## config.mk

```make
export PLATFORM = sky130hd
export DESIGN_NAME = aurx_receiver
export DESIGN_NICKNAME = d
export VERILOG_FILES = /design/src/rtl/aurx_pkg.sv /design/src/rtl/aurx_frame_ctl.sv /design/src/rtl/aurx_lane.sv /design/src/rtl/aurx_outbuf.sv /design/src/rtl/aurx_receiver.sv
export SDC_FILE = /design/constraint.sdc
export NUM_CORES = 1
export LEC_CHECK = 0
export BUFFER_PORTS_ARGS = -buffer_cell sky130_fd_sc_hd__clkbuf_2
export CORE_AREA = 2 2 201 203
export CTS_BUF_LIST = sky130_fd_sc_hd__clkbuf_4 sky130_fd_sc_hd__clkbuf_8 sky130_fd_sc_hd__clkbuf_16
export DETAILED_ROUTE_END_ITERATION = 12
export DIE_AREA = 0 0 203 205
export GPL_ROUTABILITY_DRIVEN = 0
export HOLD_SLACK_MARGIN = 0.06
export PLACE_DENSITY = 0.73
export SKIP_CTS_REPAIR_TIMING = 1
export SYNTH_ARGS = -nofsm -noshare
export SYNTH_HDL_FRONTEND = slang
export SYNTH_HIERARCHICAL = 1
export SYNTH_SLANG_ARGS = --single-unit
```

## constraint.sdc

```tcl
create_clock -name clk -period 4.02 [get_ports clk]
set_input_delay 0.804 -clock clk [delete_from_list [all_inputs] [get_ports clk]]
set_output_delay 0.804 -clock clk [all_outputs]
set_load 0.02 [all_outputs]
```

## src/rtl/aurx_pkg.sv

```systemverilog
package aurx_pkg;
  localparam int WORD_W = 24;
  localparam int CNT_W  = $clog2(WORD_W + 1);
  localparam int POS_W  = 6;

  typedef enum logic [1:0] {
    FMT_RIGHT = 2'b00,
    FMT_I2S   = 2'b01,
    FMT_LEFT  = 2'b10,
    FMT_BAD   = 2'b11
  } frame_mode_e;

  function automatic logic [CNT_W-1:0] res_bits(input logic [1:0] r);
    case (r)
      2'b00:   res_bits = CNT_W'(24);
      2'b01:   res_bits = CNT_W'(20);
      2'b10:   res_bits = CNT_W'(18);
      default: res_bits = CNT_W'(16);
    endcase
  endfunction
endpackage

```

## src/rtl/aurx_frame_ctl.sv

```systemverilog
module aurx_frame_ctl
  import aurx_pkg::*;
(
  input  logic             clk,
  input  logic             rst_n,
  input  logic             sc_i,
  input  logic             sf_i,
  input  logic [1:0]       mode_i,
  input  logic [1:0]       res_i,
  output logic             load_o,
  output logic             shift_o,
  output logic             done_left_o,
  output logic             done_right_o,
  output logic [CNT_W-1:0] wlen_o,
  output logic             pair_o
);
  logic             sc_q, sc_qq, sf_q, sf_last, seen, synced, slot32;
  logic             active, tag_left, have_left, pair_q;
  logic [POS_W-1:0] pos;
  logic [CNT_W-1:0] cnt, wlen_q;

  logic             rise, mode_ok, edge_hit, synced_n, slot32_n, chan_left;
  logic             start, step, fin;
  logic [POS_W-1:0] pos_n, slot_len, start_pos;
  logic [CNT_W-1:0] wsel;

  always_comb begin
    rise      = sc_q & ~sc_qq;
    mode_ok   = (mode_i != FMT_BAD);
    edge_hit  = seen && (sf_q != sf_last);
    pos_n     = edge_hit ? '0 : ((pos == '1) ? pos : pos + POS_W'(1));
    synced_n  = synced | edge_hit;
    slot32_n  = (edge_hit && synced) ? (pos >= POS_W'(27)) : slot32;
    wsel      = res_bits(res_i);
    slot_len  = slot32_n ? POS_W'(32) : POS_W'(24);
    case (mode_i)
      FMT_LEFT:  start_pos = '0;
      FMT_I2S:   start_pos = POS_W'(1);
      FMT_RIGHT: start_pos = slot_len - POS_W'(wsel);
      default:   start_pos = '1;
    endcase
    chan_left = (mode_i == FMT_I2S) ? ~sf_q : sf_q;
    start     = rise && synced_n && mode_ok && (pos_n == start_pos);
    step      = rise && active && !start && mode_ok;
    fin       = step && ((cnt + CNT_W'(1)) == wlen_q);
  end

  assign load_o       = start;
  assign shift_o      = step;
  assign done_left_o  = fin && tag_left;
  assign done_right_o = fin && !tag_left;
  assign wlen_o       = wlen_q;
  assign pair_o       = pair_q;

  always_ff @(posedge clk) begin
    if (!rst_n) begin
      sc_q <= 1'b0; sc_qq <= 1'b0; sf_q <= 1'b0;
      sf_last <= 1'b0; seen <= 1'b0; synced <= 1'b0; slot32 <= 1'b1;
      pos <= '0; active <= 1'b0; cnt <= '0; tag_left <= 1'b0;
      wlen_q <= CNT_W'(WORD_W); have_left <= 1'b0; pair_q <= 1'b0;
    end else begin
      sc_q  <= sc_i;
      sc_qq <= sc_q;
      sf_q  <= sf_i;
      if (rise) begin
        sf_last <= sf_q;
        seen    <= 1'b1;
        pos     <= pos_n;
        synced  <= synced_n;
        slot32  <= slot32_n;
      end
      if (!mode_ok) begin
        active <= 1'b0;
      end else if (start) begin
        active   <= 1'b1;
        cnt      <= CNT_W'(1);
        tag_left <= chan_left;
        wlen_q   <= wsel;
      end else if (step) begin
        cnt <= cnt + CNT_W'(1);
        if (fin) active <= 1'b0;
      end
      if (!mode_ok)          have_left <= 1'b0;
      else if (done_left_o)  have_left <= 1'b1;
      else if (done_right_o) have_left <= 1'b0;
      pair_q <= done_right_o && have_left;
    end
  end

  assert_single_op_R6: assert property (@(posedge clk) disable iff (!rst_n)
    $onehot0({load_o, shift_o}));

  assert_no_pair_bad_mode_R1: assert property (@(posedge clk) disable iff (!rst_n)
    (mode_i == FMT_BAD) |=> !pair_o);

  assert_cnt_bound_R6: assert property (@(posedge clk) disable iff (!rst_n)
    active |-> (cnt < wlen_q));
endmodule

```

## src/rtl/aurx_lane.sv

```systemverilog
module aurx_lane
  import aurx_pkg::*;
(
  input  logic              clk,
  input  logic              rst_n,
  input  logic              sd_i,
  input  logic              load_i,
  input  logic              shift_i,
  input  logic              done_left_i,
  input  logic              done_right_i,
  input  logic [CNT_W-1:0]  wlen_i,
  output logic [WORD_W-1:0] left_o,
  output logic [WORD_W-1:0] right_o
);
  logic              sd_q;
  logic [WORD_W-1:0] sh, nxt, aligned, lo_mask;
  logic [CNT_W-1:0]  pad;

  always_comb begin
    nxt     = {sh[WORD_W-2:0], sd_q};
    pad     = CNT_W'(WORD_W) - wlen_i;
    aligned = nxt << pad;
    lo_mask = ~({WORD_W{1'b1}} << pad);
  end

  always_ff @(posedge clk) begin
    if (!rst_n) begin
      sd_q <= 1'b0; sh <= '0; left_o <= '0; right_o <= '0;
    end else begin
      sd_q <= sd_i;
      if (load_i)       sh <= {{(WORD_W-1){1'b0}}, sd_q};
      else if (shift_i) sh <= nxt;
      if (done_left_i)  left_o  <= aligned;
      if (done_right_i) right_o <= aligned;
    end
  end

  assert_left_lsb_zero_R6: assert property (@(posedge clk) disable iff (!rst_n)
    done_left_i |=> ((left_o & $past(lo_mask)) == '0));

  assert_right_lsb_zero_R6: assert property (@(posedge clk) disable iff (!rst_n)
    done_right_i |=> ((right_o & $past(lo_mask)) == '0));
endmodule

```

## src/rtl/aurx_outbuf.sv

```systemverilog
module aurx_outbuf
  import aurx_pkg::*;
#(
  parameter int LANES = 3,
  localparam int BUS_W = LANES * WORD_W
) (
  input  logic             clk,
  input  logic             rst_n,
  input  logic             pair_i,
  input  logic [BUS_W-1:0] left_i,
  input  logic [BUS_W-1:0] right_i,
  input  logic             ready_i,
  output logic             valid_o,
  output logic [BUS_W-1:0] left_o,
  output logic [BUS_W-1:0] right_o
);
  always_ff @(posedge clk) begin
    if (!rst_n) begin
      valid_o <= 1'b0; left_o <= '0; right_o <= '0;
    end else if (pair_i && (!valid_o || ready_i)) begin
      valid_o <= 1'b1;
      left_o  <= left_i;
      right_o <= right_i;
    end else if (valid_o && ready_i) begin
      valid_o <= 1'b0;
    end
  end

  assert_hold_valid_R8: assert property (@(posedge clk) disable iff (!rst_n)
    (valid_o && !ready_i) |=> valid_o);

  assert_hold_data_R9: assert property (@(posedge clk) disable iff (!rst_n)
    (valid_o && !ready_i) |=> ($stable(left_o) && $stable(right_o)));
endmodule

```

## src/rtl/aurx_receiver.sv

```systemverilog
module aurx_receiver
  import aurx_pkg::*;
#(
  parameter int LANES = 3
) (
  input  logic                    clk,
  input  logic                    rst_n,
  input  logic                    sc,
  input  logic                    sf,
  input  logic [LANES-1:0]        sd,
  input  logic [1:0]              frame_mode,
  input  logic [1:0]              word_res,
  output logic                    pair_valid,
  input  logic                    pair_ready,
  output logic [LANES*WORD_W-1:0] pair_left,
  output logic [LANES*WORD_W-1:0] pair_right
);
  localparam int BUS_W = LANES * WORD_W;

  logic             load, shift, done_l, done_r, pair;
  logic [CNT_W-1:0] wlen;
  logic [BUS_W-1:0] lane_left, lane_right;

  aurx_frame_ctl u_ctl (
    .clk(clk), .rst_n(rst_n), .sc_i(sc), .sf_i(sf),
    .mode_i(frame_mode), .res_i(word_res),
    .load_o(load), .shift_o(shift),
    .done_left_o(done_l), .done_right_o(done_r),
    .wlen_o(wlen), .pair_o(pair)
  );

  for (genvar k = 0; k < LANES; k++) begin : g_lane
    aurx_lane u_lane (
      .clk(clk), .rst_n(rst_n), .sd_i(sd[k]),
      .load_i(load), .shift_i(shift),
      .done_left_i(done_l), .done_right_i(done_r), .wlen_i(wlen),
      .left_o(lane_left[k*WORD_W +: WORD_W]),
      .right_o(lane_right[k*WORD_W +: WORD_W])
    );
  end

  aurx_outbuf #(.LANES(LANES)) u_out (
    .clk(clk), .rst_n(rst_n), .pair_i(pair),
    .left_i(lane_left), .right_i(lane_right), .ready_i(pair_ready),
    .valid_o(pair_valid), .left_o(pair_left), .right_o(pair_right)
  );
endmodule

```

# Yosys cells after proc, flatten, opt, wreduce, memory -nomap -nowiden
# Index checks and enable logic that the tools add are counted.
[classes]
n_addsub = 4
n_lt_le_gt_ge = 1
n_eq_ne = 9
shifts = 3
muxes = 22
n_bitwise = 5
reduce_logical = 29
[ops]
columns = ["operator", "count"]
rows = [
  ["24-bit by 5-bit left shift with 24-bit output", 3],
  ["6-bit two-way mux", 3],
  ["6-bit one-hot mux with 3 select lines", 1],
  ["1-bit two-way mux", 15],
  ["1-bit logical AND", 14],
  ["4-bit one-hot mux with 3 select lines", 1],
  ["5-bit two-way mux", 2],
  ["2-bit AND reduction", 4],
  ["2-bit nonzero test", 4],
  ["6-bit by 1-bit adder with 6-bit output, second input constant", 1],
  ["6-bit equality test", 1],
  ["6-bit equality test, second input constant", 1],
  ["6-bit by 5-bit >= comparator with 1-bit output, second input constant", 1],
  ["6-bit by 5-bit subtractor with 6-bit output", 1],
  ["5-bit by 1-bit adder with 5-bit output, second input constant", 1],
  ["5-bit equality test", 1],
  ["5-bit subtractor, first input constant", 1],
  ["2-bit by 1-bit equality test with 1-bit output, second input constant", 2],
  ["2-bit equality test, second input constant", 2],
  ["2-bit zero test", 2],
  ["1-bit zero test", 3],
  ["1-bit inverter", 3],
  ["2-bit != test, second input constant", 1],
  ["2-bit OR reduction", 1],
  ["4 further kinds", 4],
]
[totals]
reg_bits = 388
in_bits = 12

# Logic depth before layout (Yosys ltp)
[logic_depth]
word_depth = 16
mapped_depth = 19

# By module
# The synthesis kept the hierarchy.
[by_module_without_submodules]
columns = ["module", "n_inst", "cells_per_inst", "area_per_inst_um2", "seq_area_each_um2"]
rows = [
  ["aurx_lane at g_lane[0].u_lane ...", 2, 416, 3998.8, 1441.4],
  ["aurx_outbuf", 1, 628, 5745.5, 2902.8],
  ["aurx_lane at g_lane[2].u_lane", 1, 414, 4017.6, 1441.4],
  ["aurx_frame_ctl", 1, 214, 1741.7, 500.5],
]

# Worst setup path before layout
# No wires, ideal clock.
[synth_timing]
path_type = "register to register"
from = "reg u_ctl.pos[0]"
to = "reg g_lane[0].u_lane.right_o[10]"
setup_time_ns = 0.061
arrival_ns = 4.390
slack_ns = -0.430
path_stages_with_launch = 20
path_buffers = 4
period_less_slack_ns = 4.450
path_cell_list = "dfxtp_1 ha_1 o311a_1 o2111ai_1 and2_1 ha_1 xnor2_1 a21oi_1 a211oi_1 o22ai_1 nor4b_4 and2_1 buf_4 buf_8 nor3b_1 clkbuf_1 clkbuf_1 nand2_1 nor2_1 a32o_1"
[synth_via]
elab_chain_cells = 12
elab_cells_between_ends = 16
classes_between = "2 x add/sub; 1 x order compare; 2 x eq/ne; 5 x mux; 6 x reduce/logical"
[synth_rtl]
columns = ["item", "line_no", "source"]
rows = [
  ["from (decl)", "aurx_frame_ctl.sv:19", "logic [POS_W-1:0] pos;"],
  ["from (signal assigned)", "aurx_frame_ctl.sv:68", "pos <= pos_n;"],
  ["6-bit by 5-bit >= comparator with 1-bit output", "aurx_frame_ctl.sv:33", "slot32_n = (edge_hit && synced) ? (pos >= POS_W'(27)) : slot32;"],
  ["1-bit two-way mux", "aurx_frame_ctl.sv:33", ""],
  ["6-bit two-way mux", "aurx_frame_ctl.sv:35", "slot_len = slot32_n ? POS_W'(32) : POS_W'(24);"],
  ["6-bit by 5-bit subtractor with 6-bit output", "aurx_frame_ctl.sv:39", "FMT_RIGHT: start_pos = slot_len - POS_W'(wsel);"],
  ["6-bit one-hot mux with 3 select lines", "aurx_frame_ctl.sv:36", "case (mode_i)"],
  ["6-bit equality test (*)", "aurx_frame_ctl.sv:43", "start = rise && synced_n && mode_ok && (pos_n == start_pos);"],
  ["1-bit logical AND (*)", "aurx_frame_ctl.sv:43", ""],
  ["named net load", "aurx_receiver.sv:20", "logic load, shift, done_l, done_r, pair;"],
  ["1-bit zero test (*)", "aurx_frame_ctl.sv:44", "step = rise && active && !start && mode_ok;"],
  ["1-bit logical AND (*) (2 in series)", "aurx_frame_ctl.sv:44", ""],
  ["1-bit logical AND (*)", "aurx_frame_ctl.sv:45", "fin = step && ((cnt + CNT_W'(1)) == wlen_q);"],
  ["1-bit logical AND (*)", "aurx_frame_ctl.sv:51", "assign done_right_o = fin && !tag_left;"],
  ["named net done_r", "aurx_receiver.sv:20", ""],
  ["to (signal assigned)", "aurx_lane.sv:34", "if (done_right_i) right_o <= aligned;"],
  ["to (decl)", "aurx_lane.sv:13", "output logic [WORD_W-1:0] right_o"],
]
# The timed path passes the listed nets; every way through them passes the cells marked *.
# A chain may end at the register's enable or synchronous reset.

# Worst setup path after layout
[layout_timing]
from = "reg u_ctl.pos[1]"
to = "reg g_lane[0].u_lane.right_o[19]"
# Same word-level chain as after synthesis.

==> summary.txt <==
Outcome
  – Status: finished clean

GRT
  – First-pass GRT wire length: between 70000 and 80000 microns
  – Number of global-route vias before repair: between 10000 and 15000
  – Largest net degree at the start of global routing: roughly 110
  – Initial antenna violation count: 0
  – Overflow after GRT: 0
  – GRT Total Usage: between 20% and 30%

Clock tree
  – H-tree Lvls: 2
  – CTS buffer count: just over 40
  – CTS sink cnt: between 300 and 400
  – Worst skew pair latency: roughly 0.57 ns
  – Worst-path clk slew: ~0.06 ns
  – Clock tree buffer depth: 3
  – CTS tree: done
  – Clk root buf: clkbuf_16

Place
  – Dpl cells: ~2700
  – Hpwl dp: 33400 microns
  – Post-detailed-placement cell area: 20500 sq um
  – Port bufs: about 160

STA
  – Slew Viols, Final: 0
  – Worst hold margin: ~0.45 ns
  – Crit path time final: 3.89 ns
  – Endpoints failing setup: 0
  – Fin. Hold Viols: 0
  – Tcrit/Tclk final: ~97%
  – Rel. slew slack: approximately two fifths
  – Max Clk Rate: approximately 260 MHz
  – Slew @ Worst Pin: between 0.8 and 0.9 ns
  – Worst Skew: about 0.016 ns

Critical path
  – R2R Setup Slk: 0.13 ns
  – Crit Path Max Fanout: 21
  – CP max stage cell: dfxtp_4
  – Arr. time, crit path: ~4.3 ns
  – Slowest stage delay, CP: 0.36 ns
  – Crit path required time: 4.46 ns
  – CP Launch Type: flop
  – Crit path cell chain: ha_1 -> o311a_1 -> o2111ai_2 -> and2_4 -> ha_4 -> xnor2_2 -> a21oi_2 -> o211a_1 -> o22ai_1 -> nor4b_4 -> and2_4 -> buf_12 -> nor3b_4 -> buf_4 -> buf_12 -> buf_8 -> and2_1 -> a32o_1
  – WP buf/inv: 4
  – Critical path type: reg -> reg
  – Delay-heaviest family, CP: compound AO/OA/AOI/OAI gates
  – Critical path capture point type: flop

Floorplanning
  – Area of the core: just under 40000 sq um
  – Die height: between 200 and 250 microns
  – Die W: 203 microns
  – I/O pin cnt: around 160
  – Die ar.: 41600 sq um
  – Initial Util: about half
  – # rows: 73

Synth
  – Leading area contributor after synthesis: dfxtp_1
  – Share of the yosys chip area belonging to registers: roughly two fifths
  – Async set-or-reset flop fraction in the synthesized netlist: 0%
  – Cell area after synthesis: just under 20000 sq um
  – Post-synthesis cell type count: 91
  – Post-synth EDFFs: 0
  – Synth warn: 6
  – FF+latch count, synth: 386
  – Synthesized netlist cell count: 2088
  – Synth area leaders: dfxtp_1, mux2i_1, nand2_1
  – Ys flop type: dfxtp_1
  – Yosys top cell area share: between 30 and 40%
  – Post-Syn Area per Cell: 9.34 sq um
  – Syn nets: roughly 2100

Flow run
  – Total of max-cap violations: 0

Final layout
  – Most frequent cells in the layout: dfxtp_1, nand2_1, mux2i_1, clkbuf_2, nor2_1
  – Layout cells sized above 1: 18.8%
  – NumNets Final: approximately 2200
  – Post-Layout Cell Count: 2745
  – # diodes: 0
  – Area grow syn2layout: 13.5%
  – Area of the multi-input gates: 10700 sq um
  – Fill count: 3461
  – Sequential cell area: roughly 7700 sq um
  – Commonest non-fill, non-tap cell in the layout: dfxtp_1
  – Final core utilization: 56.3%
  – Final Instance Area: approximately 22000 sq um

Power and ir drop
  – PD cells: between 300 and 400 nW/um^2
  – Worst IR Drop VDD: about 340 uV
  – Overall Power: slightly above 0.008 W
  – Static Leak: between 8 and 9 nW

Routing
  – Via Count: 15814
  – Uppermost layer routed: met4
  – DRC Markers: 0
  – Initial DRC count: around 1400
  – Routed wl met2: about 23000 microns
  – DR WL/cell: 17.7 microns
  – WL met1: between 20000 and 25000 microns
  – Routed wl met3: between 2000 and 2500 microns
  – Pre-antenna DRT Iters: 7
  – Routed vias/inst: between 5 and 6
  – Antenna-violating nets left: 0
  – Routed wire length: ~50000 microns

Hold path
  – Hold Crit Class: in -> reg
==> state kept, by name, summed over array words and instances (netlist names), 3 cells and up <==
register and count:
g_lane.u_lane/sh 69, g_lane.u_lane/right_o 72, u_ctl/wlen_o 3, g_lane.u_lane/sd_q 3
u_out/left_o 72, u_out/right_o 72, u_ctl/cnt 5, u_ctl/pos 6
g_lane.u_lane/left_o 72
==> metal layers <==
metal	vias up	GRT usage (%)
met5	-	0
li1	7586	-
met2	434	36.8
met1	7695	30.4
met4	0	7.38
met3	99	3.95
==> power by group <==
group	switching [W]	internal, W
clock	0.00154	0.00239
sequential	0.00000795	0.00383
combinational	0.000307	0.000162
total	0.00186	0.00639
==> worst reg2reg max path, cell delays in order, from the launching register on <==
cell and delay, ns:
dfxtp_4 0.36, ha_1 0.19, o311a_1 0.34, o2111ai_2 0.23, and2_4 0.21, ha_4 0.22, xnor2_2 0.13, a21oi_2 0.17
o211a_1 0.17, o22ai_1 0.11, nor4b_4 0.34, and2_4 0.22, buf_12 0.13, nor3b_4 0.05, buf_4 0.16, buf_12 0.17
buf_8 0.17, and2_1 0.17, a32o_1 0.23
==> area by class of cell <==
class / count / area share, %
multi-input cells: 1509 / 48.5
flip-flops and latches: 386 / 34.9
repair buffers: 223 / 6.69
clock buffers: 62 / 5.79
well taps: 525 / 2.97
clock inverters: 12 / 0.627
inverters: 26 / 0.492
repair inverters: 2 / 0.0565
==> metrics by stage <==
step            TNS, ns  worst slack, ns
6_report              0            0.126
5_1_grt        -0.00843         -0.00471
2_1_floorplan         0           0.0313
3_5_place_dp     -0.455          -0.0845
4_1_cts          -0.655           -0.116
3_3_place_gp          0           0.0833
==> Yosys cell counts (4+ instances only) <==
library cell,count
o211a_1,4
nor3b_1,12
mux4_1,6
o41ai_2,4
a21oi_1,90
a32oi_1,5
mux4_2,37
buf_6,32
o21ai_0,75
xnor2_1,18
buf_4,27
and3_1,8
or3_1,6
mux2_2,22
o211ai_1,4
o22ai_1,8
nor3_1,38
a32o_1,32
buf_1,6
nor2_1,110
a22oi_1,4
nand3_1,32
a21o_1,6
inv_1,23
buf_2,17
nand4_1,11
ha_1,11
nand2b_1,12
o21ai_1,4
o311a_1,5
and2_1,27
nor2b_1,69
a21boi_0,15
a2bb2oi_1,7
xor2_1,11
a221o_1,4
and3b_1,8
a21boi_1,5
dfxtp_1,386
mux2i_1,296
o21a_1,21
clkbuf_1,82
a31oi_1,23
nand2_1,381
==> worst paths after layout <==
kind | end | cells after the start | startpoint
setup / recovery | g_lane[0].u_lane/right_o[19] | 18 | u_ctl/pos[1]
hold / removal | g_lane[1].u_lane/sd_q | 2 | sd[1]
setup reg to reg | g_lane[0].u_lane/right_o[19] | 18 | u_ctl/pos[1]
hold reg to reg | g_lane[2].u_lane/left_o[17] | 2 | g_lane[2].u_lane/left_o[17]
==> logic make-up (layout without fill, tap and decap cells) <==
family,count (synthesis),count (layout),synth area share [%]
fa+ha+maj,11,11,0.706
xor+xnor,33,33,1.69
other cells,2,2,0.0385
flops,386,386,39.6
mux,363,363,21.7
compound gates,360,360,12.9
buf+inv,193,325,5.72
simple gates,740,740,17.6
(Power assumes the default switching activity.)
